File: src/rtl/pwm_pair_pkg.sv
package pwm_pair_pkg;
  localparam int unsigned CH_MAIN = 0;
  localparam int unsigned CH_COMP = 1;
  localparam int unsigned N_CH    = 2;

  typedef enum logic [1:0] {
    PAD_RUN  = 2'd0,
    PAD_IDLE = 2'd1,
    PAD_OFF  = 2'd2
  } pad_mode_e;
endpackage

File: src/rtl/pwm_dead_time.sv
module pwm_dead_time #(
  parameter int DT_W = 8
) (
  input  logic            clk,
  input  logic            rst_n,
  input  logic            ref_i,
  input  logic [DT_W-1:0] dead_i,
  output logic [1:0]      act_o
);
  logic            ref_q;
  logic [DT_W-1:0] cnt_q;
  logic            settled;

  always_ff @(posedge clk or negedge rst_n) begin
    if (!rst_n) begin
      ref_q <= 1'b0;
      cnt_q <= '0;
    end else begin
      ref_q <= ref_i;
      if (ref_i != ref_q)
        cnt_q <= dead_i;
      else if (cnt_q != '0)
        cnt_q <= cnt_q - DT_W'(1);
    end
  end

  assign settled  = (cnt_q == '0);
  assign act_o[0] = ref_q & settled;
  assign act_o[1] = ~ref_q & settled;

  // An edge with a nonzero dead time leaves both sides inactive
  assert_dead_gap_R2: assert property (@(posedge clk) disable iff (!rst_n)
    ((ref_i != ref_q) && (dead_i != '0)) |=> (act_o == 2'b00));

  // A side only turns active while the reference sits on its level
  assert_main_follows_ref_R3: assert property (@(posedge clk) disable iff (!rst_n)
    $rose(act_o[0]) |-> $past(ref_i));
endmodule

File: src/rtl/pwm_break_ctrl.sv
module pwm_break_ctrl #(
  parameter int SYNC_STAGES = 2
) (
  input  logic clk,
  input  logic rst_n,
  input  logic brk_pin_i,
  input  logic brk_pol_i,
  input  logic clk_fail_i,
  input  logic brk_en_i,
  input  logic auto_en_i,
  input  logic ovf_i,
  input  logic moe_set_i,
  output logic moe_o
);
  localparam int LAST = SYNC_STAGES - 1;

  logic [SYNC_STAGES-1:0] sync_q;
  logic pin_hit, trip, rearm, moe_q;

  for (genvar g = 0; g < SYNC_STAGES; g++) begin : g_sync
    always_ff @(posedge clk or negedge rst_n) begin
      if (!rst_n)      sync_q[g] <= 1'b0;
      else if (g == 0) sync_q[g] <= brk_pin_i;
      else             sync_q[g] <= sync_q[(g == 0) ? 0 : g-1];
    end
  end

  assign pin_hit = brk_pol_i ? sync_q[LAST] : ~sync_q[LAST];
  assign trip    = brk_en_i & (pin_hit | clk_fail_i);
  assign rearm   = moe_set_i | (auto_en_i & ovf_i);

  always_ff @(posedge clk or negedge rst_n) begin
    if (!rst_n)     moe_q <= 1'b0;
    else if (trip)  moe_q <= 1'b0;
    else if (rearm) moe_q <= 1'b1;
  end

  assign moe_o = moe_q;

  assert_fail_clears_R9: assert property (@(posedge clk) disable iff (!rst_n)
    (brk_en_i && clk_fail_i) |=> !moe_o);

  assert_break_wins_R11: assert property (@(posedge clk) disable iff (!rst_n)
    (trip && (moe_set_i || ovf_i)) |=> !moe_o);

  assert_rise_cause_R10: assert property (@(posedge clk) disable iff (!rst_n)
    $rose(moe_o) |-> $past(moe_set_i || (auto_en_i && ovf_i)));

  assert_stay_low_R10: assert property (@(posedge clk) disable iff (!rst_n)
    (!moe_o && !moe_set_i && !(auto_en_i && ovf_i)) |=> !moe_o);
endmodule

File: src/rtl/pwm_pad_drive.sv
module pwm_pad_drive
  import pwm_pair_pkg::*;
(
  input  logic act_i,
  input  logic en_i,
  input  logic pol_i,
  input  logic idle_i,
  input  logic moe_i,
  input  logic frz_drive_i,
  output logic pad_o,
  output logic oe_o
);
  pad_mode_e mode;

  always_comb begin
    if (!en_i)            mode = PAD_OFF;
    else if (moe_i)       mode = PAD_RUN;
    else if (frz_drive_i) mode = PAD_IDLE;
    else                  mode = PAD_OFF;
  end

  always_comb begin
    unique case (mode)
      PAD_RUN:  pad_o = act_i ^ pol_i;
      PAD_IDLE: pad_o = idle_i;
      default:  pad_o = moe_i ? pol_i : idle_i;
    endcase
  end

  assign oe_o = (mode != PAD_OFF);
endmodule

File: src/rtl/pwm_pair_stage.sv
module pwm_pair_stage
  import pwm_pair_pkg::*;
#(
  parameter int DT_W        = 8,
  parameter int SYNC_STAGES = 2
) (
  input  logic            clk,
  input  logic            rst_n,
  input  logic            ref_i,
  input  logic [DT_W-1:0] dead_i,
  input  logic            main_en_i,
  input  logic            comp_en_i,
  input  logic            main_pol_i,
  input  logic            comp_pol_i,
  input  logic            main_idle_i,
  input  logic            comp_idle_i,
  input  logic            frz_drive_i,
  input  logic            brk_pin_i,
  input  logic            brk_pol_i,
  input  logic            clk_fail_i,
  input  logic            brk_en_i,
  input  logic            auto_en_i,
  input  logic            ovf_i,
  input  logic            moe_set_i,
  output logic            main_o,
  output logic            main_oe_o,
  output logic            comp_o,
  output logic            comp_oe_o,
  output logic            moe_o
);
  logic [N_CH-1:0] act, en, pol, idle, pad, oe;

  assign en   = {comp_en_i, main_en_i};
  assign pol  = {comp_pol_i, main_pol_i};
  assign idle = {comp_idle_i, main_idle_i};

  pwm_dead_time #(.DT_W(DT_W)) u_dead (
    .clk(clk), .rst_n(rst_n), .ref_i(ref_i), .dead_i(dead_i), .act_o(act)
  );

  pwm_break_ctrl #(.SYNC_STAGES(SYNC_STAGES)) u_brk (
    .clk(clk), .rst_n(rst_n), .brk_pin_i(brk_pin_i), .brk_pol_i(brk_pol_i),
    .clk_fail_i(clk_fail_i), .brk_en_i(brk_en_i), .auto_en_i(auto_en_i),
    .ovf_i(ovf_i), .moe_set_i(moe_set_i), .moe_o(moe_o)
  );

  for (genvar c = 0; c < N_CH; c++) begin : g_pad
    pwm_pad_drive u_drv (
      .act_i(act[c]), .en_i(en[c]), .pol_i(pol[c]), .idle_i(idle[c]),
      .moe_i(moe_o), .frz_drive_i(frz_drive_i), .pad_o(pad[c]), .oe_o(oe[c])
    );
  end

  assign main_o    = pad[CH_MAIN];
  assign main_oe_o = oe[CH_MAIN];
  assign comp_o    = pad[CH_COMP];
  assign comp_oe_o = oe[CH_COMP];

  assert_pair_exclusive_R4: assert property (@(posedge clk) disable iff (!rst_n)
    (moe_o && main_oe_o && comp_oe_o) |-> !((main_o ^ main_pol_i) && (comp_o ^ comp_pol_i)));

  assert_idle_drive_R7: assert property (@(posedge clk) disable iff (!rst_n)
    (!moe_o && main_en_i && frz_drive_i) |-> (main_oe_o && (main_o == main_idle_i)));

  assert_frozen_release_R8: assert property (@(posedge clk) disable iff (!rst_n)
    (!moe_o && !frz_drive_i) |-> (!main_oe_o && !comp_oe_o));

  assert_disabled_off_R6: assert property (@(posedge clk) disable iff (!rst_n)
    (!main_en_i || !comp_en_i) |-> !((!main_en_i && main_oe_o) || (!comp_en_i && comp_oe_o)));
endmodule

File: config.mk
export PLATFORM = sky130hd
export DESIGN_NAME = pwm_pair_stage
export DESIGN_NICKNAME = d
export VERILOG_FILES = /design/src/rtl/pwm_pair_pkg.sv /design/src/rtl/pwm_dead_time.sv /design/src/rtl/pwm_break_ctrl.sv /design/src/rtl/pwm_pad_drive.sv /design/src/rtl/pwm_pair_stage.sv
export SDC_FILE = /design/constraint.sdc
export NUM_CORES = 1
export LEC_CHECK = 0
export ABC_CLOCK_PERIOD_IN_PS = 1650
export BUFFER_PORTS_ARGS = -buffer_cell sky130_fd_sc_hd__buf_2
export CORE_MARGIN = 8
export CORE_UTILIZATION = 44
export CTS_BUF_LIST = sky130_fd_sc_hd__clkbuf_8
export CTS_CLUSTER_DIAMETER = 50
export DETAILED_ROUTE_END_ITERATION = 8
export GPL_ROUTABILITY_DRIVEN = 0
export PLACE_DENSITY = 0.75
export SETUP_SLACK_MARGIN = 0.05
export SLEW_MARGIN = 20
export SYNTH_ARGS = -nofsm -noshare
export SYNTH_HDL_FRONTEND = slang
export SYNTH_HIERARCHICAL = 1
export SYNTH_SLANG_ARGS = --single-unit
File: constraint.sdc
create_clock -name clk -period 1.65 [get_ports clk]
set_input_delay 0.2475 -clock clk [delete_from_list [all_inputs] [get_ports clk]]
set_output_delay 0.2475 -clock clk [all_outputs]
set_load 0.02 [all_outputs]
==> results.json, run 1 <==
{
  "p_leak_nw": 0.5436,
  "yosysTopAreaCell": "dfrtp_1",
  "dr_wl_met2_um": 1139,
  "drt_wl_total_um": 2237,
  "cts.sinks": 12,
  "grt_use_total_pct": 13.53,
  "worst_pin_slew_ps": 402.9,
  "pre_cts_ws_ps": -156.8,
  "topRoutingLayerUsed": "met4",
  "stdcell_area_sq_um": 1177,
  "hpwl_um": 1590,
  "vdd_ir_drop_max_v": 0.0005892,
  "drt-met1-wl_um": 829,
  "cts_tree": "done",
  "critPathMaxStageDelay_ps": 380,
  "final-hold-violation-count": 0,
  "start_util_pct": 47.37,
  "root_buffer": "clkbuf_8",
  "synthAdderAreaFrac_pct": 3.466,
  "period_needed_ps": 2014,
  "synth-async-reset-ratio_pct": 100.0,
  "final_util_pct": 77.26,
  "h-tree-depth": 1,
  "synth_top_family_by_area": "compound AO/OA/AOI/OAI gates",
  "p_total_mw": 1.187,
  "setup_violations": 7,
  "max_cap_viol_count": 0,
  "io_buffer_count": 29,
  "status": "finished, violations left",
  "drc_errors": 0,
  "cp.required_ps": 1400,
  "path_cells": "inv_2, ha_4, nor3b_4, nand3_2, nor2_2, nand3b_1, a31oi_4, buf_6",
  "min_path_type": "in -> reg",
  "tns_ps": -1168,
  "grt_first_pass_wirelength_um": 3443,
  "start_kind": "register",
  "slew_viol_final": 0,
  "worst_slack_ps": -363.6,
  "die_w_um": 56.51,
  "worstPathArrival_ps": 1770,
  "grt_max_degree": 13,
  "r2r_slack_ps": -140,
  "nNetsFinal": 156,
  "io_pins": 30,
  "wl_met3_um": 176,
  "period_share_pct": 122.0,
  "fp-row-count": 14,
  "drt_iter0_markers": 16,
  "clkLatencyLatePin_ps": 250,
  "seq_area_frac_synth_pct": 41.59,
  "finClkSkew_ps": 0.9622,
  "synth_nets": 106,
  "path_clk_slew_ps": 50,
  "wl_per_cell_um": 15.64,
  "rsz0062_at_grt": "true",
  "end_kind": "output pin",
  "synth-edff-count": 0,
  "detail-route-antenna-nets": 0,
  "place_inst": 134,
  "coreArea_sq_um": 1524,
  "syn_inst": 79,
  "vias_per_cell": 5.636,
  "muxShareOfSynthArea_pct": 1.386,
  "p_per_area_nw_per_um2": 1008,
  "fmax_ghz": 0.4966,
  "drive_above_1_share_pct": 51.97,
  "gr-total-overflow": 0,
  "critical_path.max_fanout": 3,
  "whs_ps": 106.2,
  "crit_type": "reg -> out",
  "synth-xor-area-share_pct": 3.640,
  "final_cell_count_no_fill": 143,
  "clk_path_buf_depth": 2,
  "dieHeight_um": 56.51,
  "synth_top_area_share_pct": 41.59,
  "yosysWarnings": 6,
  "seq_area_sq_um": 300.3,
  "num_vias": 806,
  "area_growth_pct": 63.09,
  "dieArea_sq_um": 3193,
  "cts_buffers": 3,
  "slew_headroom_pct": 72.94,
  "antenna_found_initial": 0,
  "place_area_sq_um": 1005,
  "grt_pass1_vias": 816,
  "ys_types": 28,
  "ys_top_cells_by_area": "dfrtp_1 (42%), nor2_1 (4.7%), a21oi_1 (4.2%)",
  "firstDrtPassIters": 4,
  "syn_area_per_cell_sq_um": 9.139,
  "slowest_stage": "dfrtp_1",
  "violations": "negative setup slack",
  "diodes": 0,
  "synth_flop_cell": "dfrtp_1",
  "syn-cell-area_sq_um": 721.9,
  "synth-compound-area-share_pct": 24.96,
  "fill_cells": 106,
  "yosys.area_share.simple_pct": 20.62,
  "multi_input_comb_area_sq_um": 498.0,
  "ys_ff_latch": 12
}
area by class of cell:
cell class	count	share of cell area, %
Multi-Input combinational cell	59	42.30
Sequential cell	12	25.50
Timing Repair Buffer	46	24.76
Clock buffer	3	3.507
Inverter	7	2.232
Tap cell	16	1.700
logic make-up (layout without fill, tap and decap cells):
kind of cell / after synthesis / count (layout)
xor+xnor: 3 / 3
buf+inv: 8 / 56
flops: 12 / 12
fa+ha+maj: 2 / 2
mux: 1 / 1
compound gates: 27 / 27
simple gates: 26 / 26
flip-flops by register name, indices dropped and copies added, names as in the netlist:
name	cells
u_brk/moe_o	1
u_brk/sync_q	2
u_dead/cnt_q	8
u_dead/ref_q	1
cell usage after synthesis (2+ instances only):
cell type and count:
o21ai_0 5, nor3_1 2, nor2_1 9, o21ai_1 2
o21a_1 2, xnor2_1 2, a21bo_1 2, a31oi_1 4
ha_1 2, dfrtp_1 12, a211oi_1 2, inv_1 7
nand2_1 7, nand3b_1 2, a21oi_1 6
worst max-delay path, delay by kind of cell, from the launching register on:
family	cells	cell delay (ps)
buffers and inverters	2	210
and+or+nand+nor	4	600
AOI/OAI and AO/OA	1	180
DFF	1	380
adders and majority gates	1	130
worst paths after layout:
kind	endpoint	startpoint	cells past startpoint
worst max-delay path	main_o	u_dead/cnt_q[0]	8
min in group asynchronous	u_dead/cnt_q[6]	rst_n	2
max in group asynchronous	u_dead/ref_q	rst_n	2
worst min-delay path	u_brk/sync_q[0]	brk_pin_i	1
worst max register to register	u_dead/cnt_q[1]	u_dead/cnt_q[0]	8
worst min register to register	u_brk/sync_q[1]	u_brk/sync_q[0]	0
metal layers:
| layer | vias up | global-route usage (%) |
|---|---|---|
| li1 | 380 | - |
| met4 | 0 | 7.216 |
| met5 | - | 0 |
| met1 | 384 | 12.68 |
| met3 | 9 | 5.843 |
| met2 | 33 | 23.98 |
report_power, final:
part | internal (mW) | switching (mW)
Clock | 0.162 | 0.115
Combinational | 0.255 | 0.262
Sequential | 0.342 | 0.0515
Total | 0.758 | 0.429
timing repair:
action,4_1_cts,5_1_grt
resized for setup,11,9
endpoints found under the hold margin,12,0
pin swaps,6,7
setup buffers,4,2
endpoints found under the setup margin,3,9
hold buffers,1,0
cloned,0,0
placed cells by master, fill, tap and decap left out, types with 3 or more instances in the layout:
cell and count:
buf_6 3, buf_2 27, o21ai_0 3, o21ai_1 4
nor2_1 7, buf_4 15, dfrtp_1 12, clkbuf_8 3
inv_1 5, a21oi_1 4, nand2_1 7
(Power assumes the default switching activity.)
==> run 2, diff against run 1 <==
- TNS_END_PERCENT: not set -> 5
==> run 2 against run 1 <==
Against the previous run: the run still ends with negative setup slack left; hold slack better by 12 ps; clock power increased by 12%; combinational power shrank 8.5%; critical path type unchanged; critical endpoint is now comp_o; sequential share of layout area increased by 0.81 points; power is 1.1% lower; first-iteration DRC count decreased by 75%; via count down 4.2%.
==> results.json, run 2 (same netlist as run 1, synthesis figures left out) <==
{
  "io_pins": 30,
  "largest_register_ffs": 8,
  "firstDrtPassIters": 5,
  "start_util_pct": 47.37,
  "p_total_mw": 1.174,
  "period_share_pct": 119.0,
  "grt_use_total_pct": 12.61,
  "end_kind": "output pin",
  "vias_per_cell": 5.437,
  "path_clk_slew_ps": 50,
  "critical_path.max_fanout": 3,
  "period_needed_ps": 1964,
  "diodes": 0,
  "hpwl_um": 1564,
  "r2r_end": "u_dead/cnt_q[6]",
  "hold_depth": 1,
  "vdd_ir_drop_max_v": 0.0007854,
  "dieHeight_um": 56.51,
  "start_kind": "register",
  "clk_path_buf_depth": 2,
  "clkLatencyLatePin_ps": 240,
  "whs_ps": 118.2,
  "status": "finished, violations left",
  "drt_wl_total_um": 1987,
  "wl_per_cell_um": 13.99,
  "dieArea_sq_um": 3193,
  "die_w_um": 56.51,
  "num_vias": 772,
  "min-delay-start": "brk_pin_i",
  "worst_pin_slew_ps": 382.0,
  "cts.sinks": 12,
  "root_buffer": "clkbuf_8",
  "fmax_ghz": 0.5092,
  "cts_tree": "done",
  "final_util_pct": 74.88,
  "h-tree-depth": 1,
  "reg_top3": "u_dead/cnt_q x8, u_brk/sync_q x2",
  "antenna_found_initial": 0,
  "tns_ps": -639.1,
  "drc_errors": 0,
  "final-hold-violation-count": 0,
  "top_register": "u_dead/cnt_q",
  "grt_first_pass_wirelength_um": 3381,
  "worst_slack_ps": -313.8,
  "r2r_cells": 7,
  "coreArea_sq_um": 1524,
  "grt_max_degree": 13,
  "max_cap_viol_count": 0,
  "gr-total-overflow": 0,
  "min_path_type": "in -> reg",
  "min_to": "u_brk/sync_q[0]",
  "crit_type": "reg -> out",
  "detail-route-antenna-nets": 0,
  "drt_iter0_markers": 4,
  "slew_viol_final": 0,
  "fp-row-count": 14,
  "pre_cts_ws_ps": -139.4,
  "final_cell_mix": "buf_2 (27), buf_4 (15), dfrtp_1 (12), nor2_1 (7), nand2_1 (7)",
  "grt_pass1_vias": 829,
  "finClkSkew_ps": 3.828,
  "setup_violations": 3,
  "slew_headroom_pct": 74.45,
  "io_buffer_count": 29,
  "reg2reg_from": "u_dead/cnt_q[1]",
  "p_leak_nw": 0.5386,
  "rsz0062_at_grt": "true",
  "worstPathArrival_ps": 1720,
  "fill_cells": 113,
  "area_growth_pct": 58.06,
  "cts_buffers": 3,
  "r2r_slack_ps": -20,
  "p_per_area_nw_per_um2": 1029,
  "final_common_cell": "buf_2",
  "nNetsFinal": 154,
  "drive_above_1_share_pct": 49.21,
  "cp.required_ps": 1400,
  "violations": "negative setup slack"
}
run 2: timing repair:
action | 4_1_cts | 5_1_grt
pin swaps | 3 | 5
gates resized for setup | 8 | 5
setup endpoints to repair | 3 | 10
buffers inserted | 3 | 0
hold endpoints to repair | 12 | 0
hold buffers | 1 | 0
run 2: layer usage:
layer,vias to the layer above,part of all wire [%],GRT usage (%)
met4,0,0.10,0.3436
met1,361,39,12.27
met3,2,7.1,6.292
met2,32,54,24.14
met5,-,0,0
li1,377,-,-
run 2: final cells by class:
type | count | area [sq um] | share of cell area [%]
well taps | 16 | 20.02 | 1.754
repair buffers | 44 | 269.0 | 23.57
inverters | 7 | 26.28 | 2.303
flip-flops and latches | 12 | 300.3 | 26.32
multi-input cells | 59 | 470.5 | 41.23
clock buffers | 4 | 55.05 | 4.825
run 2: worst max path at each step:
stage | start | end | depth (start not counted)
floorplan | u_dead/cnt_q[0] | comp_o | 7
finish | u_dead/cnt_q[1] | comp_o | 8
CTS | u_dead/cnt_q[0] | main_o | 8
detailed placement | u_dead/cnt_q[0] | main_o | 8
global placement | u_dead/cnt_q[0] | comp_o | 8
global route | u_dead/cnt_q[1] | main_o | 8
run 2: where the power goes:
| part | leakage (nW) | internal [mW] | switching (mW) |
|---|---|---|---|
| clock network | 0.0288 | 0.210 | 0.100 |
| logic | 0.366 | 0.236 | 0.237 |
| registers | 0.144 | 0.342 | 0.0487 |
run 2: stage by stage:
stage               std cells  cell area [sq um]
finish                    142               1141
CTS                       142               1120
floorplan                  79              762.0
global placement          134               1005
global route              142               1141
detailed placement        134               1005
run 2: critical path, cell delays in order, from the launching register on:
cell      delay (ps)
dfrtp_1          380
inv_2             80
ha_4             130
nor3b_4          190
nand3_2          130
nor2_2           120
nand3b_1         120
a31oi_4          160
buf_4            150
==> run 3, diff against run 2 <==
- ABC_CLOCK_PERIOD_IN_PS: 1650 -> 2300
- CORE_UTILIZATION: 44 -> 52
- PLACE_DENSITY: 0.75 -> 0.84
- clock period: 1.65 -> 2.3 ns (I/O delays scaled with it)
==> run 3 against run 2 <==
Against the previous run: the run now ends clean; first-iteration DRC count grew to 4.8 times the previous value; critical path depth did not move; non-clock buffer count down 7; sequential power shrank 24%; power is 36% lower; global-route usage grew 3.1 points; wire length rose by 13%; critical path type unchanged.
==> results.json, run 3 (same netlist as run 1, synthesis figures left out) <==
{
  "status": "finished, final reports clean",
  "fp-row-count": 13,
  "final_cell_count_no_fill": 133,
  "num_vias": 754,
  "min_path_type": "in -> reg",
  "p_leak_nw": 0.4810,
  "r2r_end": "u_dead/cnt_q[1]",
  "setup_violations": 0,
  "cp.required_ps": 1960,
  "p_per_area_nw_per_um2": 738.9,
  "power_frac_clock_pct": 25.3,
  "diodes": 0,
  "grt_first_pass_wirelength_um": 3312,
  "period_needed_ps": 2173,
  "worstPathArrival_ps": 1830,
  "finClkSkew_ps": 0.9687,
  "r2r_cells": 7,
  "detail-route-antenna-nets": 0,
  "slew_viol_final": 0,
  "startpoint": "u_dead/cnt_q[0]",
  "combPwrFrac_pct": 35.2,
  "dieHeight_um": 53.26,
  "max_cap_viol_count": 0,
  "rsz0062_at_grt": "true",
  "vias_per_cell": 5.669,
  "grt_use_total_pct": 15.76,
  "firstDrtPassIters": 4,
  "final-hold-violation-count": 0,
  "place_area_sq_um": 895.9,
  "vdd_ir_drop_max_v": 0.0006406,
  "cts_tree": "done",
  "top_register": "u_dead/cnt_q",
  "stdcell_area_sq_um": 1017,
  "nNetsFinal": 147,
  "swShare_pct": 35.04,
  "io_buffer_count": 29,
  "largest_register_ffs": 8,
  "critical_path.max_fanout": 4,
  "clk_path_buf_depth": 2,
  "fmax_ghz": 0.4601,
  "place_inst": 124,
  "cts_buffers": 3,
  "final_util_pct": 78.17,
  "final_cell_mix": "buf_2 (27), dfrtp_1 (12), buf_4 (9), nor2_1 (7), nand2_1 (7)",
  "reg2reg_from": "u_dead/cnt_q[0]",
  "gr-total-overflow": 0,
  "grt_max_degree": 13,
  "clkLatencyLatePin_ps": 240,
  "pwr-share-seq_pct": 39.5,
  "period_share_pct": 94.49,
  "crit_type": "reg -> out",
  "reg_top3": "u_dead/cnt_q x8, u_brk/sync_q x2",
  "drc_errors": 0,
  "drive_above_1_share_pct": 42.37,
  "antenna_found_initial": 0,
  "root_buffer": "clkbuf_8",
  "io_pins": 30,
  "p_total_mw": 0.7516,
  "drt_iter0_markers": 19,
  "h-tree-depth": 1,
  "r2r_slack_ps": 530,
  "fill_cells": 99,
  "worst_pin_slew_ps": 783.3,
  "hpwl_um": 1568,
  "die_w_um": 53.26,
  "path_clk_slew_ps": 50,
  "p_int_mw": 0.4882,
  "drt_wl_total_um": 2238,
  "cts.sinks": 12,
  "start_kind": "register",
  "grt_pass1_vias": 778,
  "wl_per_cell_um": 16.83,
  "end_kind": "output pin",
  "dieArea_sq_um": 2837,
  "min-delay-start": "brk_pin_i",
  "area_growth_pct": 40.90,
  "final_common_cell": "buf_2",
  "switchingPower_mw": 0.2633,
  "start_util_pct": 55.48,
  "tns_ps": 0,
  "endpoint": "main_o",
  "coreArea_sq_um": 1301,
  "slew_headroom_pct": 47.60
}
run 3: layout make-up:
type                            instances  area, sq um  share of cell area [%]
Sequential cell                        12        300.3                   29.52
Clock buffer                            3        41.29                   4.059
Multi-Input combinational cell         59        417.9                   41.08
Inverter                                7        26.28                   2.583
Tap cell                               15        18.77                   1.845
Timing Repair Buffer                   37        212.7                   20.91
run 3: power groups by stage:
stage | sequential [mW] | clock (mW) | combinational, mW
finish | 0.297 | 0.190 | 0.265
detailed placement | 0.297 | 0 | 0.212
CTS | 0.294 | 0.195 | 0.219
floorplan | 0.289 | 0 | 0.143
global placement | 0.294 | 0 | 0.198
global route | 0.302 | 0.208 | 0.291
run 3: worst min path at each step:
stage                                  to  slack (ps)  cells after the start
after detailed placement  u_dead/cnt_q[7]         240                      1
after global routing      u_brk/sync_q[0]         210                      1
after CTS                 u_brk/sync_q[0]         220                      1
final                     u_brk/sync_q[0]         230                      1
after floorplan               u_brk/moe_o          50                      0
after global placement    u_dead/cnt_q[6]         230                      1
run 3: stage by stage:
stage / hold WS [ps] / setup slack (ps)
after global routing: 212.7 / 21.93
after detailed placement: 236.3 / 223.5
final: 225.5 / 126.6
after global placement: 231.2 / 339.1
after floorplan: 49.41 / 245.1
after CTS: 218.2 / 49.22
run 3: worst max-delay path: stages, from the launching register on:
cell	delay (ps)
dfrtp_1	420
inv_2	100
ha_4	130
nor3b_4	200
nand3_2	150
nor2_2	160
nand3b_1	90
a31oi_1	170
buf_4	160
run 3: what timing repair did:
item | 4_1_cts | 5_1_grt
pin swaps | 0 | 4
resized for setup | 1 | 9
buffers inserted | 1 | 4
endpoints found under the setup margin | 2 | 2
hold buffers | 1 | 0
hold endpoints to repair | 12 | 0
run 3: metal layers:
layer,track usage (%),routed length [um],vias to the layer above,part of all wire [%]
met5,0,0,-,0
met4,7.983,71,0,3.2
met3,6.162,178,8,8.0
met2,27.54,1199,41,54
met1,15.77,788,340,35
li1,-,-,365,-
